<file path="src/rtl/adc_ser_pkg.sv">
package adc_ser_pkg;

  localparam int TICKS_PER_BIT    = 2;
  localparam int TICKS_PER_BITCLK = 2 * TICKS_PER_BIT;

  typedef struct packed {
    logic       twosComp;
    logic       msbFirst;
    logic       slideLate;
    logic       slideEarly;
    logic [1:0] phaseSel;
  } cfg_t;

  localparam cfg_t CFG_RESET = '{
    twosComp:   1'b0,
    msbFirst:   1'b0,
    slideLate:  1'b0,
    slideEarly: 1'b0,
    phaseSel:   2'b10
  };

  // strobes from the frame control to the datapath
  typedef struct packed {
    logic       load;       // last tick of frame: take new word and config
    logic       bitStep;    // odd tick: move to the next bit
    logic       firstHalf;  // frame clock high phase
    logic [1:0] quarter;    // tick position inside a bit-clock period
  } strobe_t;

endpackage

</file>
<file path="src/rtl/adc_frame_ctrl.sv">
module adc_frame_ctrl
  import adc_ser_pkg::*;
#(
  parameter int SAMPLE_BITS = 12
) (
  input  logic    clk,
  input  logic    rst,
  output strobe_t strb
);

  localparam int FRAME_TICKS = SAMPLE_BITS * TICKS_PER_BIT;
  localparam int CNT_W       = $clog2(FRAME_TICKS);
  localparam logic [CNT_W-1:0] LAST_TICK = CNT_W'(FRAME_TICKS - 1);
  localparam logic [CNT_W-1:0] HALF_TICK = CNT_W'(SAMPLE_BITS);

  logic [CNT_W-1:0] refCnt;

  always_ff @(posedge clk) begin
    if (rst) begin
      refCnt <= '0;
    end else if (refCnt == LAST_TICK) begin
      refCnt <= '0;
    end else begin
      refCnt <= refCnt + 1'b1;
    end
  end

  always_comb begin
    strb.load      = (refCnt == LAST_TICK);
    strb.bitStep   = refCnt[0];
    strb.firstHalf = (refCnt < HALF_TICK);
    strb.quarter   = refCnt[1:0];
  end

  // a frame restarts right after its boundary strobe
  p_frame_wrap_r2: assert property (@(posedge clk) disable iff (rst)
    strb.load |=> (refCnt == '0))
    else $error("frame counter did not wrap after boundary");

endmodule

</file>
<file path="src/rtl/adc_frame_datapath.sv">
module adc_frame_datapath
  import adc_ser_pkg::*;
#(
  parameter int SAMPLE_BITS = 12,
  parameter int SLIDE_TICKS = 4
) (
  input  logic                   clk,
  input  logic                   rst,
  input  strobe_t                strb,
  input  logic [SAMPLE_BITS-1:0] sampleIn,
  input  logic                   sampleValid,
  input  cfg_t                   cfgIn,
  output logic                   serData,
  output logic                   frameClk,
  output logic                   bitClk
);

  localparam int LINE_DEPTH = 2 * SLIDE_TICKS;
  localparam int MSB        = SAMPLE_BITS - 1;

  logic [SAMPLE_BITS-1:0] holdQ;
  logic [SAMPLE_BITS-1:0] shiftQ;
  cfg_t                   cfgQ;

  function automatic logic [SAMPLE_BITS-1:0] formatWord(
    input logic [SAMPLE_BITS-1:0] raw,
    input cfg_t                   c
  );
    logic [SAMPLE_BITS-1:0] coded;
    logic [SAMPLE_BITS-1:0] ordered;
    coded      = raw;
    coded[MSB] = raw[MSB] ^ c.twosComp;
    for (int i = 0; i < SAMPLE_BITS; i++) begin
      ordered[i] = c.msbFirst ? coded[MSB - i] : coded[i];
    end
    return ordered;
  endfunction

  always_ff @(posedge clk) begin
    if (rst) begin
      holdQ  <= '0;
      shiftQ <= '0;
      cfgQ   <= CFG_RESET;
    end else begin
      if (sampleValid) begin
        holdQ <= sampleIn;
      end
      if (strb.load) begin
        shiftQ <= formatWord(holdQ, cfgIn);
        cfgQ   <= cfgIn;
      end else if (strb.bitStep) begin
        shiftQ <= shiftQ >> 1;
      end
    end
  end

  // unslid-early stream: {data, frame clock}
  logic [1:0] baseSym;
  assign baseSym = {shiftQ[0], strb.firstHalf};

  logic [1:0] lineQ [LINE_DEPTH];

  generate
    for (genvar s = 0; s < LINE_DEPTH; s++) begin : g_line
      if (s == 0) begin : g_head
        always_ff @(posedge clk) begin
          if (rst) lineQ[s] <= '0;
          else     lineQ[s] <= baseSym;
        end
      end else begin : g_tail
        always_ff @(posedge clk) begin
          if (rst) lineQ[s] <= '0;
          else     lineQ[s] <= lineQ[s-1];
        end
      end
    end
  endgenerate

  logic [1:0] tapSym;
  always_comb begin
    if (cfgQ.slideEarly && !cfgQ.slideLate) begin
      tapSym = baseSym;
    end else if (cfgQ.slideLate && !cfgQ.slideEarly) begin
      tapSym = lineQ[LINE_DEPTH-1];
    end else begin
      tapSym = lineQ[SLIDE_TICKS-1];
    end
  end

  logic [1:0] phaseOff;
  logic [1:0] relQuarter;
  assign phaseOff   = ~cfgQ.phaseSel;
  assign relQuarter = strb.quarter - phaseOff;

  always_ff @(posedge clk) begin
    if (rst) begin
      serData  <= 1'b0;
      frameClk <= 1'b0;
      bitClk   <= 1'b0;
    end else begin
      serData  <= tapSym[1];
      frameClk <= tapSym[0];
      bitClk   <= ~relQuarter[1];
    end
  end

  // latched configuration moves only at the frame boundary
  p_cfg_hold_r10: assert property (@(posedge clk) disable iff (rst)
    !strb.load |=> $stable(cfgQ))
    else $error("configuration changed mid-frame");

  // a valid sample is taken into the holding register
  p_capture_r9: assert property (@(posedge clk) disable iff (rst)
    sampleValid |=> (holdQ == $past(sampleIn)))
    else $error("sample not captured");

  // data and frame clock hold for the second tick of each bit window
  p_bit_window_r3: assert property (@(posedge clk) disable iff (rst)
    strb.bitStep |=> ($stable(serData) && $stable(frameClk)))
    else $error("output changed inside a bit window");

endmodule

</file>
<file path="src/rtl/adc_frame_serializer.sv">
module adc_frame_serializer
  import adc_ser_pkg::*;
#(
  parameter int SAMPLE_BITS = 12
) (
  input  logic                   clk,
  input  logic                   rst,
  input  logic [SAMPLE_BITS-1:0] sampleIn,
  input  logic                   sampleValid,
  input  logic                   cfgTwosComp,
  input  logic                   cfgMsbFirst,
  input  logic                   cfgDelay,
  input  logic                   cfgAdvance,
  input  logic [1:0]             cfgPhase,
  output logic                   serData,
  output logic                   frameClk,
  output logic                   bitClk
);

  localparam int SLIDE_TICKS = TICKS_PER_BITCLK;

  strobe_t strb;
  cfg_t    cfgIn;

  assign cfgIn = '{
    twosComp:   cfgTwosComp,
    msbFirst:   cfgMsbFirst,
    slideLate:  cfgDelay,
    slideEarly: cfgAdvance,
    phaseSel:   cfgPhase
  };

  adc_frame_ctrl #(
    .SAMPLE_BITS(SAMPLE_BITS)
  ) i_ctrl (
    .clk (clk),
    .rst (rst),
    .strb(strb)
  );

  adc_frame_datapath #(
    .SAMPLE_BITS(SAMPLE_BITS),
    .SLIDE_TICKS(SLIDE_TICKS)
  ) i_datapath (
    .clk        (clk),
    .rst        (rst),
    .strb       (strb),
    .sampleIn   (sampleIn),
    .sampleValid(sampleValid),
    .cfgIn      (cfgIn),
    .serData    (serData),
    .frameClk   (frameClk),
    .bitClk     (bitClk)
  );

endmodule

</file>
<file path="config.mk">
export PLATFORM = sky130hd
export DESIGN_NAME = adc_frame_serializer
export DESIGN_NICKNAME = d
export VERILOG_FILES = /design/src/rtl/adc_ser_pkg.sv /design/src/rtl/adc_frame_ctrl.sv /design/src/rtl/adc_frame_datapath.sv /design/src/rtl/adc_frame_serializer.sv
export SDC_FILE = /design/constraint.sdc
export NUM_CORES = 1
export LEC_CHECK = 0
export ABC_AREA = 1
export BUFFER_PORTS_ARGS = -buffer_cell sky130_fd_sc_hd__buf_2
export CORE_ASPECT_RATIO = 0.9
export CORE_UTILIZATION = 35
export CTS_CLUSTER_SIZE = 10
export DETAILED_ROUTE_END_ITERATION = 7
export PLACE_DENSITY = 0.49
export SLEW_MARGIN = 20
export SYNTH_ARGS = -nofsm -noshare
export SYNTH_HDL_FRONTEND = slang
export SYNTH_SLANG_ARGS = --single-unit
</file>
<file path="constraint.sdc">
create_clock -name clk -period 1.6 [get_ports clk]
set_input_delay 0.32 -clock clk [delete_from_list [all_inputs] [get_ports clk]]
set_output_delay 0.32 -clock clk [all_outputs]
set_load 0.03 [all_outputs]
</file>
# After elaboration in Yosys (flattened, before gate mapping)
# Memory sizes are Yosys's and may differ from the RTL's.
# Cells that the tools add are included.
op_classes:
  reduce_logical: 6
  n_mux: 27
  addsub: 2
  n_bitwise: 11
  order_cmp: 1
  eq_ne: 1
op_table:
  columns: ["op", "n"]
  rows:
  - ["$mux 12", 2]
  - ["$mux 2", 10]
  - ["$mux 1", 15]
  - ["$or 1x1->1", 8]
  - ["$add 5x1->5 const B", 1]
  - ["$eq 5x5->1 const B", 1]
  - ["$lt 5x4->1 const B", 1]
  - ["$logic_and 1x1->1", 2]
  - ["$logic_not 1->1", 2]
  - ["$not 2->2", 1]
  - ["$reduce_bool 2->1", 1]
  - ["$reduce_or 2->1", 1]
  - ["$sub 2x2->2", 1]
  - ["$not 1->1", 1]
  - ["$xor 1x1->1", 1]
totals:
  mem_bits_rw: 16
  regBits: 36
  out_inout_bits: 3
  in_bits: 21
  n_memories: 1
  word_cells: 58
mem_list:
  columns: ["name", "depth", "word_bits", "read_ports", "rd_clocked_by_memory_dff", "write_ports", "line", "source"]
  rows:
  - ["i_datapath.lineQ", 8, 2, 8, 0, 8, "adc_frame_datapath.sv:61", "logic [1:0] lineQ [LINE_DEPTH];"]

# Longest topological paths before layout
# Gate-level depths: netlist of the first run.
depth:
  word_depth: 4
  ltp_mapped: 9
  ltp_nobuf: 8

# By module
# Synthesis of the first run repeated with hierarchy kept, for this count alone.
unflattened:
  cells_unflattened: 283
  area_unflattened_um2: 2088.3
by_module_without_submodules:
  columns: ["mod", "seq_area_each_um2", "instances", "cells_per_inst", "area_each_um2"]
  rows:
  - ["adc_frame_datapath", 940.9, 1, 250, 1844.3]
  - ["adc_frame_ctrl", 100.1, 1, 33, 244.0]

# Least setup slack after synthesis of the first run
# No wires, ideal clock.
synth_timing:
  path_kind: "register to register"
  from: "register i_ctrl.refCnt[0]"
  to: "register i_datapath.shiftQ[10]"
  required_time_ns: 1.487
  path_stages_with_launch: 10
  setup_ns: 0.113
  path_buffers: 1
  arrival_time_ns: 1.196
  setup_slack_ns: 0.291
  path_cell_list: "dfxtp_1 -> ha_1 -> nand2_2 -> inv_2 -> nand2_4 -> nand2_4 -> nor2_4 -> buf_6 -> nand2_1 -> nand2_1"
synth_between:
  elab_chain_cells: 2
  word_cells_on_any_way: 3
synth_lines:
  columns: ["element", "line", "source"]
  rows:
  - ["start: declaration", "adc_frame_ctrl.sv:16", "logic [CNT_W-1:0] refCnt;"]
  - ["start signal: assignment", "adc_frame_ctrl.sv:24", "refCnt <= refCnt + 1'b1;"]
  - ["$eq 5x5->1", "adc_frame_ctrl.sv:29", "strb.load = (refCnt == LAST_TICK);"]
  - ["$mux 12 or $reduce_bool 2->1 (tied branches)", null, null]
  - ["end signal: assignment", "adc_frame_datapath.sv:49", "shiftQ <= formatWord(holdQ, cfgIn);"]
  - ["end signal: assignment", "adc_frame_datapath.sv:52", "shiftQ <= shiftQ >> 1;"]
  - ["end: declaration", "adc_frame_datapath.sv:22", "logic [SAMPLE_BITS-1:0] shiftQ;"]
# Several ways; a longest one is shown, not always the timed one.
# A chain may end at the register's enable or synchronous reset.

# Final worst setup path of the first run
layout_timing:
  from: "register i_ctrl.refCnt[1]"
  to: "register i_datapath.shiftQ[6]"
layout_between:
  elab_chain_cells: 2
  word_cells_on_any_way: 3
layout_lines:
  columns: ["element", "line"]
  rows:
  - ["$eq 5x5->1 (*)", "adc_frame_ctrl.sv:29"]
  - ["$mux 12 or $reduce_bool 2->1 (tied branches)", null]
# Every way passes the cells marked *; elsewhere a longest branch is shown, timed or not.

==> flow_summary.yaml, run 1 <==
worst_setup_path:
  cp.arrival_ps: 1650
  rr_worst_depth: 8
  end_kind: "flip-flop"
  worstReg2RegStart: "i_ctrl.refCnt[1]$_SDFF_PP0_"
  required_ps: 1860
  max_stage_delay_ps: 340
  regToRegEndpoint: "i_datapath.shiftQ[6]$_SDFFE_PP0P_"
  slowest_stage: "dfxtp_1"
  path_cells: "ha_1 > nand2_2 > inv_2 > nand2_4 > nand2_4 > nor2_4 > nand2_1 > nand2_1"
  cp-start-kind: "flip-flop"
  critPathKind: "flip-flop to flip-flop"
  path_max_fanout: 12
  ff2ff_setup_slack_ps: 200
logic_synthesis:
  ys_top_cells_by_area: "dfxtp_1 50%, nand2_1 15%, nor2_1 6.5%, inv_1 5.8%, o21ai_0 5.6%"
  synth-main-ff-cell: "dfxtp_1"
  synth_common_cells: "83 x nand2_1, 52 x dfxtp_1, 36 x nor2_1"
  synthesis.instances: 286
  yosysMostFrequentCell: "nand2_1"
  synth_edf_count: 0
  syn_nets: 308
  netlist.area_leader.share_pct: 50.3
  synth_seq_area_share_pct: 50.3
  synth.distinct_cells: 22
  synth_seq_cells: 52
  postSynthAreaPerCell_sq_um: 7.23
  syn_area_sq_um: 2070
  synthArstFlopShare_pct: 0
  yosys_warnings: 0
  synth_area_leader_cell: "dfxtp_1"
floorplan:
  die_area_sq_um: 6220
  core-area_sq_um: 5690
  die_h_um: 74.9
  chipWidth_um: 83.0
  start_util_pct: 36.3
  row_count: 26
  io_pins: 24
clock_tree:
  cts_setup_buffers: 0
  clk_pin_slew_ps: 90
  clock-sinks: 52
  clk_latency_ps: 300
  cts_buffer_depth: 2
  cts_tree: "done"
  cts_hold_buf: 0
  cts_root_buffer: "clkbuf_8"
  numCtsBuffers: 5
  htree_levels: 2
  cts_resized: 0
global_routing:
  antenna_found_initial: 0
  grt_max_degree: 29
  grt_pass1_wl_mm: 6.41
  grt_pass1_vias: 1378
  globalRouteOverflowTotal: 0
  grt_use_total_pct: 13.3
sta:
  setup-tns-final_ps: 0
  period_needed_ps: 1400
  setup_ws_ps: 203
  worst_pin_slew_ps: 480
  post-route-period-util_pct: 87.3
  max_freq_mhz: 716
  finalHoldViolCount: 0
  whs_ps: 217
  finalMaxSlewViolations: 0
  setup_viol: 0
  slew_headroom_pct: 67.9
  finClkSkew_ps: 8.32
  rsz0062_at_grt: "no"
pwr:
  peakVddDrop_uv: 451
  p_leak_nw: 1.10
  power.density_nw_per_um2: 970
  power.total_mw: 2.24
placement:
  numPortBuffers: 23
  pre_cts_ws_ps: 213
  place_area_sq_um: 2230
  hpwl_mm: 2.62
  gp_congestion: 0.654
drt:
  vias: 1620
  drtAntennaViolNets: 0
  drt-total-wl_mm: 3.82
  drt-pass1-iter-count: 4
  initialDrtViolationCount: 112
  via_per_inst: 4.30
  drc: 0
  wire_per_inst_um: 10.1
min_path:
  min_delay_path_depth: 3
  hp-class: "input pin to flip-flop"
  hp-start: "cfgDelay"
  min_to: "i_datapath.cfgQ[3]$_SDFFE_PP0N_"
status:
  outcome: "finished, final reports clean"
cells_and_area:
  seq_area_sq_um: 1040
  postLayoutCellArea_sq_um: 2300
  area_delta_synth_final_pct: 11.4
  layout-drive-gt1-share_pct: 13.7
  antenna_cells: 0
  multi_input_area_sq_um: 826
  fillers: 598
  nNetsFinal: 329
job:
  maxCapViolCount: 0
-- state kept, by name, summed over array words and instances, names as in the netlist --
| signal | count |
|---|---|
| i_datapath.lineQ | 16 |
| i_datapath.holdQ | 12 |
| i_datapath.shiftQ | 12 |
| i_ctrl.refCnt | 5 |
| i_datapath.cfgQ | 4 |
| i_datapath.bitClk | 1 |
| i_datapath.frameClk | 1 |
| i_datapath.serData | 1 |
-- how the worst max path moves through the flow --
stage / start / endpoint / slack [ps] / cells after the start
global placement: i_ctrl.refCnt[1]$_SDFF_PP0_ / i_datapath.shiftQ[1]$_SDFFE_PP0P_ / 230 / 8
finish: i_ctrl.refCnt[1]$_SDFF_PP0_ / i_datapath.shiftQ[6]$_SDFFE_PP0P_ / 200 / 8
global route: i_ctrl.refCnt[1]$_SDFF_PP0_ / i_datapath.shiftQ[3]$_SDFFE_PP0P_ / 80 / 8
floorplan: i_ctrl.refCnt[0]$_SDFF_PP0_ / i_datapath.shiftQ[10]$_SDFFE_PP0P_ / 290 / 9
CTS: i_ctrl.refCnt[1]$_SDFF_PP0_ / i_datapath.shiftQ[6]$_SDFFE_PP0P_ / 190 / 8
detailed placement: i_ctrl.refCnt[1]$_SDFF_PP0_ / i_datapath.shiftQ[3]$_SDFFE_PP0P_ / 210 / 8
-- layer usage --
metal	track usage (%)	up-vias	routed length, um
met2	18.8	24	1460
li1	-	916	-
met4	4.60	0	54
met3	4.28	6	175
met5	0	-	0
met1	19.0	674	2130
-- where the power goes --
part / switching, mW / total, mW / internal (mW)
clock network: 0.409 / 0.707 / 0.298
logic: 0.111 / 0.177 / 0.0659
registers: 0.0182 / 1.35 / 1.33
total: 0.538 / 2.24 / 1.70
-- cell type report --
cell class                      instances  share of cell area (%)
Inverter                               34                    5.54
Clock buffer                            6                    3.15
Sequential cell                        52                    45.2
Timing Repair Buffer                   27                    6.30
Clock inverter                          1                   0.217
Tap cell                               70                    3.80
Multi-Input combinational cell        187                    35.8
-- metrics by stage --
stage          util [%]  cells
2_1_floorplan         -    286
3_3_place_gp       39.1    370
3_5_place_dp       39.1    370
4_1_cts            40.5    377
5_1_grt            40.5    377
6_report           40.5    377
-- critical path: cells and delay by family (launching register included) --
family	cells	cell delay, ps
simple gates	6	740
buf+inv	1	50
flops	1	340
fa+ha+maj	1	220
-- cells in the final DEF, fill, tap and decap left out --
cell type,count
clkbuf_8,5
o21ai_1,2
xor2_1,1
a21oi_1,11
xnor2_1,1
nor3_1,1
dfxtp_1,52
ha_1,1
nor2_1,36
or2_2,2
nand3_1,21
clkinv_2,1
nor2_2,1
clkbuf_1,1
inv_1,32
buf_4,4
buf_2,23
nor2_4,1
nand2_4,2
nand2_1,83
nand2_2,1
o21ai_0,23
inv_2,2
-- cells by family (layout without fill, tap and decap cells) --
logic type	count (synthesis)	in the layout	share of synthesized area (%)
flip-flops	52	52	50.3
XOR/XNOR	2	2	0.847
buffers and inverters	47	68	9.74
adder cells (fa/ha/maj)	1	1	0.605
AO/OA/AOI/OAI	36	36	8.71
AND/OR/NAND/NOR	148	148	29.8
Note: power is estimated with default switching activity, not from simulation.
==> run 2, diff against run 1 <==
Settings changed: ABC_AREA 1 to default.
==> run 2 against run 1 <==
  * Setup slack lost 110 ps
  * Clock power grew 25%
  * Core utilization grew 0.55 points
  * Critical path type unchanged
  * Via count shrank 13%
  * Clock skew grew 1.6 ps
  * Count of clock-buffer cells in the layout is the same
==> flow_summary.yaml, run 2 <==
status:
  outcome: "finished, final reports clean"
logic_synthesis:
  synth_compound_area_share_pct: 12.1
  netlist.area_leader.share_pct: 50.4
  syn_nets: 220
  synth_top_family_by_area: "simple AND/OR/NAND/NOR gates"
  synth_common_cells: "52 x dfxtp_1, 27 x nor2b_1, 26 x a211oi_1"
  synth_seq_area_share_pct: 50.4
  synth_area_leader_cell: "dfxtp_1"
  synth.distinct_cells: 26
  yosysMostFrequentCell: "dfxtp_1"
  synth_edf_count: 0
  ys_top_cells_by_area: "dfxtp_1 50%, mux2i_1 12%, a211oi_1 9.4%, nor2b_1 8.2%, nor2_1 3.1%"
  yosys_warnings: 0
  synthAdderAreaFrac_pct: 0.606
  postSynthAreaPerCell_sq_um: 10.4
  synth-main-ff-cell: "dfxtp_1"
  syn_area_sq_um: 2070
  synth-xor-area-share_pct: 2.12
  synthesis.instances: 198
  synthArstFlopShare_pct: 0
  synth_seq_cells: 52
  synth-simple-area-share_pct: 17.6
  muxShareOfSynthArea_pct: 11.6
clock_tree:
  cts_resized: 0
  cts_setup_buffers: 0
  clock-sinks: 52
  htree_levels: 2
  cts_tree: "done"
  cts_hold_buf: 0
  cts_buffer_depth: 2
  numCtsBuffers: 5
  clk_pin_slew_ps: 90
  cts_root_buffer: "clkbuf_8"
  clk_latency_ps: 310
placement:
  pre_cts_ws_ps: 117
  gp_congestion: 0.695
  hpwl_mm: 2.57
  dp.cells: 281
  numPortBuffers: 23
sta:
  setup-tns-final_ps: 0
  setup_viol: 0
  finClkSkew_ps: 9.94
  slew_headroom_pct: 75.4
  period_needed_ps: 1500
  max_freq_mhz: 666
  rsz0062_at_grt: "no"
  worst_pin_slew_ps: 370
  finalHoldViolCount: 0
  setup_ws_ps: 98.1
  post-route-period-util_pct: 93.9
  finalMaxSlewViolations: 0
job:
  maxCapViolCount: 0
cells_and_area:
  layout-drive-gt1-share_pct: 17.7
  top_regs: "i_datapath.lineQ (16), i_datapath.holdQ (12), i_datapath.shiftQ (12)"
  layout_common_cells: "52 x dfxtp_1, 27 x nor2b_1, 26 x a211oi_1, 24 x mux2i_1, 23 x buf_2"
  utilization_pct: 41.0
  regMostFlops: "i_datapath.lineQ"
  area_delta_synth_final_pct: 13.1
  antenna_cells: 0
  final_cells: 290
  largest_register_ffs: 16
  nNetsFinal: 241
  final_common_cell: "dfxtp_1"
floorplan:
  core-area_sq_um: 5690
  io_pins: 24
  die_h_um: 74.9
  chipWidth_um: 83.0
  start_util_pct: 36.3
  die_area_sq_um: 6210
  row_count: 26
drt:
  wire_per_inst_um: 12.9
  drtAntennaViolNets: 0
  initialDrtViolationCount: 67
  vias: 1416
  drc: 0
  via_per_inst: 4.88
  drt-pass1-iter-count: 4
  drt-total-wl_mm: 3.74
min_path:
  hp-class: "input pin to flip-flop"
global_routing:
  grt_pass1_wl_mm: 6.27
  antenna_found_initial: 0
  grt_pass1_vias: 1344
  globalRouteOverflowTotal: 0
  grt_use_total_pct: 12.9
  grt_max_degree: 37
worst_setup_path:
  path_max_fanout: 4
  critPathKind: "flip-flop to flip-flop"
  end_kind: "flip-flop"
  cp.arrival_ps: 1720
  cp-start-kind: "flip-flop"
  required_ps: 1810
pwr:
  p_leak_nw: 0.971
  peakVddDrop_uv: 461
  power.density_nw_per_um2: 1030
  power.total_mw: 2.40
[run 2: logic make-up after synthesis]
group | Yosys count
and+or+nand+nor | 65
buffers and inverters | 17
xor gates and xnor gates | 5
adders and majority gates | 1
AOI/OAI and AO/OA | 34
DFF | 52
muxes | 24
[run 2: cell type report]
type | count | area (sq um)
well taps | 70 | 87.6
inverters | 1 | 3.75
clock inverters | 2 | 35.0
multi-input cells | 130 | 923
flip-flops and latches | 52 | 1040
clock buffers | 6 | 72.6
fillers | 554 | 3360
repair buffers | 29 | 173
[run 2: worst paths after layout]
kind	endpoint	start	cells past startpoint	slack [ps]
setup / recovery	i_datapath.shiftQ[0]$_SDFFE_PP0P_	i_ctrl.refCnt[1]$_SDFF_PP0_	5	100
hold / removal	i_datapath.cfgQ[1]$_SDFFE_PP1N_	cfgPhase[1]	3	220
setup reg to reg	i_datapath.shiftQ[0]$_SDFFE_PP0P_	i_ctrl.refCnt[1]$_SDFF_PP0_	5	100
hold reg to reg	i_datapath.lineQ[1][7]$_SDFF_PP0_	i_datapath.lineQ[1][5]$_SDFF_PP0_	1	440
[run 2: stage by stage]
step,cell area [sq um],hold WS [ps]
floorplan,2070,414
global placement,2210,417
global route,2340,236
finish,2340,224
detailed placement,2210,424
CTS,2320,211
[run 2: layer usage]
metal	wire length (um)	vias up	share of wire (%)	GRT usage [%]
met5	0	-	0	0
met4	80	0	2.1	7.28
met3	163	8	4.4	3.51
met1	1870	651	50	16.6
met2	1630	25	44	20.0
li1	-	732	-	-
[run 2: critical path: stages, from the launching register on]
cell and delay (ps):
dfxtp_1 340, ha_1 260, buf_4 170, and4b_1 210, or3_1 380, o41ai_2 60
[run 2: power breakdown]
| group | internal (mW) | leakage [nW] | switching [mW] |
|---|---|---|---|
| combinational | 0.0790 | 0.493 | 0.0914 |
| clock | 0.465 | 0.0552 | 0.416 |
| sequential | 1.33 | 0.423 | 0.0228 |
| total | 1.87 | 0.971 | 0.531 |
==> run 3, diff against run 2 <==
Settings changed: CORE_MARGIN from default to 10, PLACE_DENSITY 0.49 to default, PLACE_DENSITY_LB_ADDON from default to 0.08, SYNTH_HIERARCHICAL from default to 1.
==> run 3 against run 2 <==
  * Non-clock buffer count increased by 1
  * Synthesized cell count is 2.0% lower
  * Count of clock-buffer cells in the layout grew 1
  * Worst hold slack improved by 14 ps
  * First-iteration DRC count decreased by 55%
  * Largest power group unchanged
  * Highest routed layer is now met3
==> flow_summary.yaml, run 3 <==
status:
  outcome: "finished, final reports clean"
drt:
  drc: 0
  drt-pass1-iter-count: 4
  initialDrtViolationCount: 30
  vias: 1384
  drt-total-wl_mm: 3.92
  via_per_inst: 4.58
  wire_per_inst_um: 13.0
  drtAntennaViolNets: 0
clock_tree:
  cts_tree: "done"
  clk_pin_slew_ps: 90
  cts_hold_buf: 0
  cts_setup_buffers: 0
  cts_buffer_depth: 2
  htree_levels: 2
  cts_resized: 0
  clk_latency_ps: 300
  clock-sinks: 52
  cts_root_buffer: "clkbuf_8"
  numCtsBuffers: 5
cells_and_area:
  top_regs: "i_datapath/lineQ (16), i_datapath/holdQ (12), i_datapath/shiftQ (12)"
  final_cells: 302
  layout-drive-gt1-share_pct: 30.7
  fillers: 644
  regMostFlops: "i_datapath/lineQ"
  postLayoutCellArea_sq_um: 2490
  largest_register_ffs: 16
  area_delta_synth_final_pct: 12.7
  layout_common_cells: "52 x dfxtp_1, 29 x mux2i_1, 23 x buf_2, 22 x nor2b_1, 20 x a211oi_2"
  antenna_cells: 0
  final_common_cell: "dfxtp_1"
  nNetsFinal: 236
worst_setup_path:
  startpoint: "i_ctrl/refCnt[1]$_SDFF_PP0_"
  cp-start-kind: "flip-flop"
  regToRegEndpoint: "i_datapath/shiftQ[3]$_SDFFE_PP0P_"
  worstReg2RegStart: "i_ctrl/refCnt[1]$_SDFF_PP0_"
  end_kind: "flip-flop"
  required_ps: 1820
  rr_worst_depth: 5
  ff2ff_setup_slack_ps: 130
  crit_end: "i_datapath/shiftQ[3]$_SDFFE_PP0P_"
  critPathKind: "flip-flop to flip-flop"
  cp.arrival_ps: 1690
  path_max_fanout: 20
logic_synthesis:
  synth_edf_count: 0
  syn_nets: 216
  synth_area_leader_cell: "dfxtp_1"
  synth.distinct_cells: 31
  synth-main-ff-cell: "dfxtp_1"
  synthArstFlopShare_pct: 0
  synth_common_cells: "52 x dfxtp_1, 29 x mux2i_1, 22 x nor2b_1"
  ys_top_cells_by_area: "dfxtp_1 47%, mux2i_1 13%, a211oi_2 11%, nor2b_1 6.2%, nor2_1 3.2%"
  postSynthAreaPerCell_sq_um: 11.4
  yosysMostFrequentCell: "dfxtp_1"
  synth_seq_area_share_pct: 47.0
  netlist.area_leader.share_pct: 47.0
  syn_area_sq_um: 2210
  synthesis.instances: 194
  yosys_warnings: 6
  synth_seq_cells: 52
placement:
  dp.cells: 294
  numPortBuffers: 23
  pre_cts_ws_ps: 130
  hpwl_mm: 2.77
  place_area_sq_um: 2370
  gp_congestion: 0.687
floorplan:
  die_h_um: 95.5
  io_pins: 24
  die_area_sq_um: 9910
  chipWidth_um: 104
  core-area_sq_um: 6150
  row_count: 27
  start_util_pct: 36.0
sta:
  setup_viol: 0
  period_needed_ps: 1470
  post-route-period-util_pct: 92.1
  finalMaxSlewViolations: 0
  finalHoldViolCount: 0
  worst_pin_slew_ps: 359
  max_freq_mhz: 678
  setup-tns-final_ps: 0
  finClkSkew_ps: 6.62
  setup_ws_ps: 126
  rsz0062_at_grt: "no"
  slew_headroom_pct: 76.1
global_routing:
  grt_max_degree: 27
  grt_pass1_wl_mm: 6.92
  globalRouteOverflowTotal: 0
  grt_pass1_vias: 1455
  grt_use_total_pct: 8.31
  antenna_found_initial: 0
job:
  maxCapViolCount: 0
pwr:
  p_leak_nw: 0.982
  peakVddDrop_uv: 516
  power.density_nw_per_um2: 997
min_path:
  hp-start: "cfgPhase[1]"
  hp-class: "input pin to flip-flop"
run 3: changes by cell type after synthesis, moves of 3 or more:
cell,delta
a211oi_1,-22
buf_4,+6
and2b_1,+3
nand2_1,-8
a211oi_2,+20
nor2b_1,-5
and2b_2,+3
mux2i_1,+5
clkbuf_1,-5
run 3: metrics by stage:
| step | power (mW) | hold slack [ps] | util [%] |
|---|---|---|---|
| 6_report | 2.49 | 238 | 40.6 |
| 5_1_grt | 2.62 | 250 | 40.6 |
| 4_1_cts | 2.53 | 233 | 40.6 |
| 3_5_place_dp | 1.56 | 423 | 38.5 |
| 3_3_place_gp | 1.56 | 419 | 38.5 |
| 2_1_floorplan | 1.52 | 389 | - |
run 3: cell families (layout without fill, tap and decap cells):
| group | count (synthesis) | in the layout | synth area share, % |
|---|---|---|---|
| DFF | 52 | 52 | 47.0 |
| buffers and inverters | 18 | 39 | 6.84 |
| xor gates and xnor gates | 4 | 4 | 1.58 |
| adders and majority gates | 1 | 1 | 0.565 |
| and+or+nand+nor | 56 | 56 | 15.4 |
| muxes | 29 | 29 | 13.1 |
| AOI/OAI and AO/OA | 34 | 34 | 15.5 |
run 3: where the power goes:
part / leakage (nW) / total [mW] / switching [mW] / internal (mW)
logic: 0.494 / 0.183 / 0.102 / 0.0805
registers: 0.423 / 1.35 / 0.0191 / 1.33
clock network: 0.0645 / 0.960 / 0.408 / 0.552
run 3: worst min-delay path by stage:
stage | endpoint | slack (ps) | depth (start not counted)
after global placement | i_datapath/lineQ[1][5]$_SDFF_PP0_ | 420 | 1
after CTS | i_datapath/cfgQ[1]$_SDFFE_PP1P_ | 230 | 3
after detailed placement | i_datapath/lineQ[1][4]$_SDFF_PP0_ | 420 | 1
final | i_datapath/cfgQ[1]$_SDFFE_PP1P_ | 240 | 3
after global routing | i_datapath/cfgQ[1]$_SDFFE_PP1P_ | 250 | 3
after floorplan | i_ctrl/refCnt[4]$_SDFF_PP0_ | 390 | 1
run 3: area by class of cell:
cell class,count,area [sq um],area share (%)
Multi-Input combinational cell,124,1020,41.0
Clock buffer,7,96.3,3.86
Timing Repair Buffer,30,193,7.72
Clock inverter,1,30.0,1.20
Sequential cell,52,1040,41.7
Inverter,1,3.75,0.150
Tap cell,87,109,4.36
run 3: critical path, stage by stage, from the launching register on:
cell,delay (ps)
dfxtp_1,390
ha_1,200
and4b_4,340
buf_12,200
a211oi_2,50
a211oi_2,200
run 3: metal layers:
layer / wire length (um) / vias to the layer above / GRT usage (%) / share of wire, %
met5: 0 / - / 0 / 0
met4: 0 / 0 / 2.43 / 0
met3: 137 / 0 / 2.63 / 3.5
met2: 1840 / 18 / 13.3 / 47
met1: 1940 / 656 / 10.6 / 50
li1: - / 710 / - / -
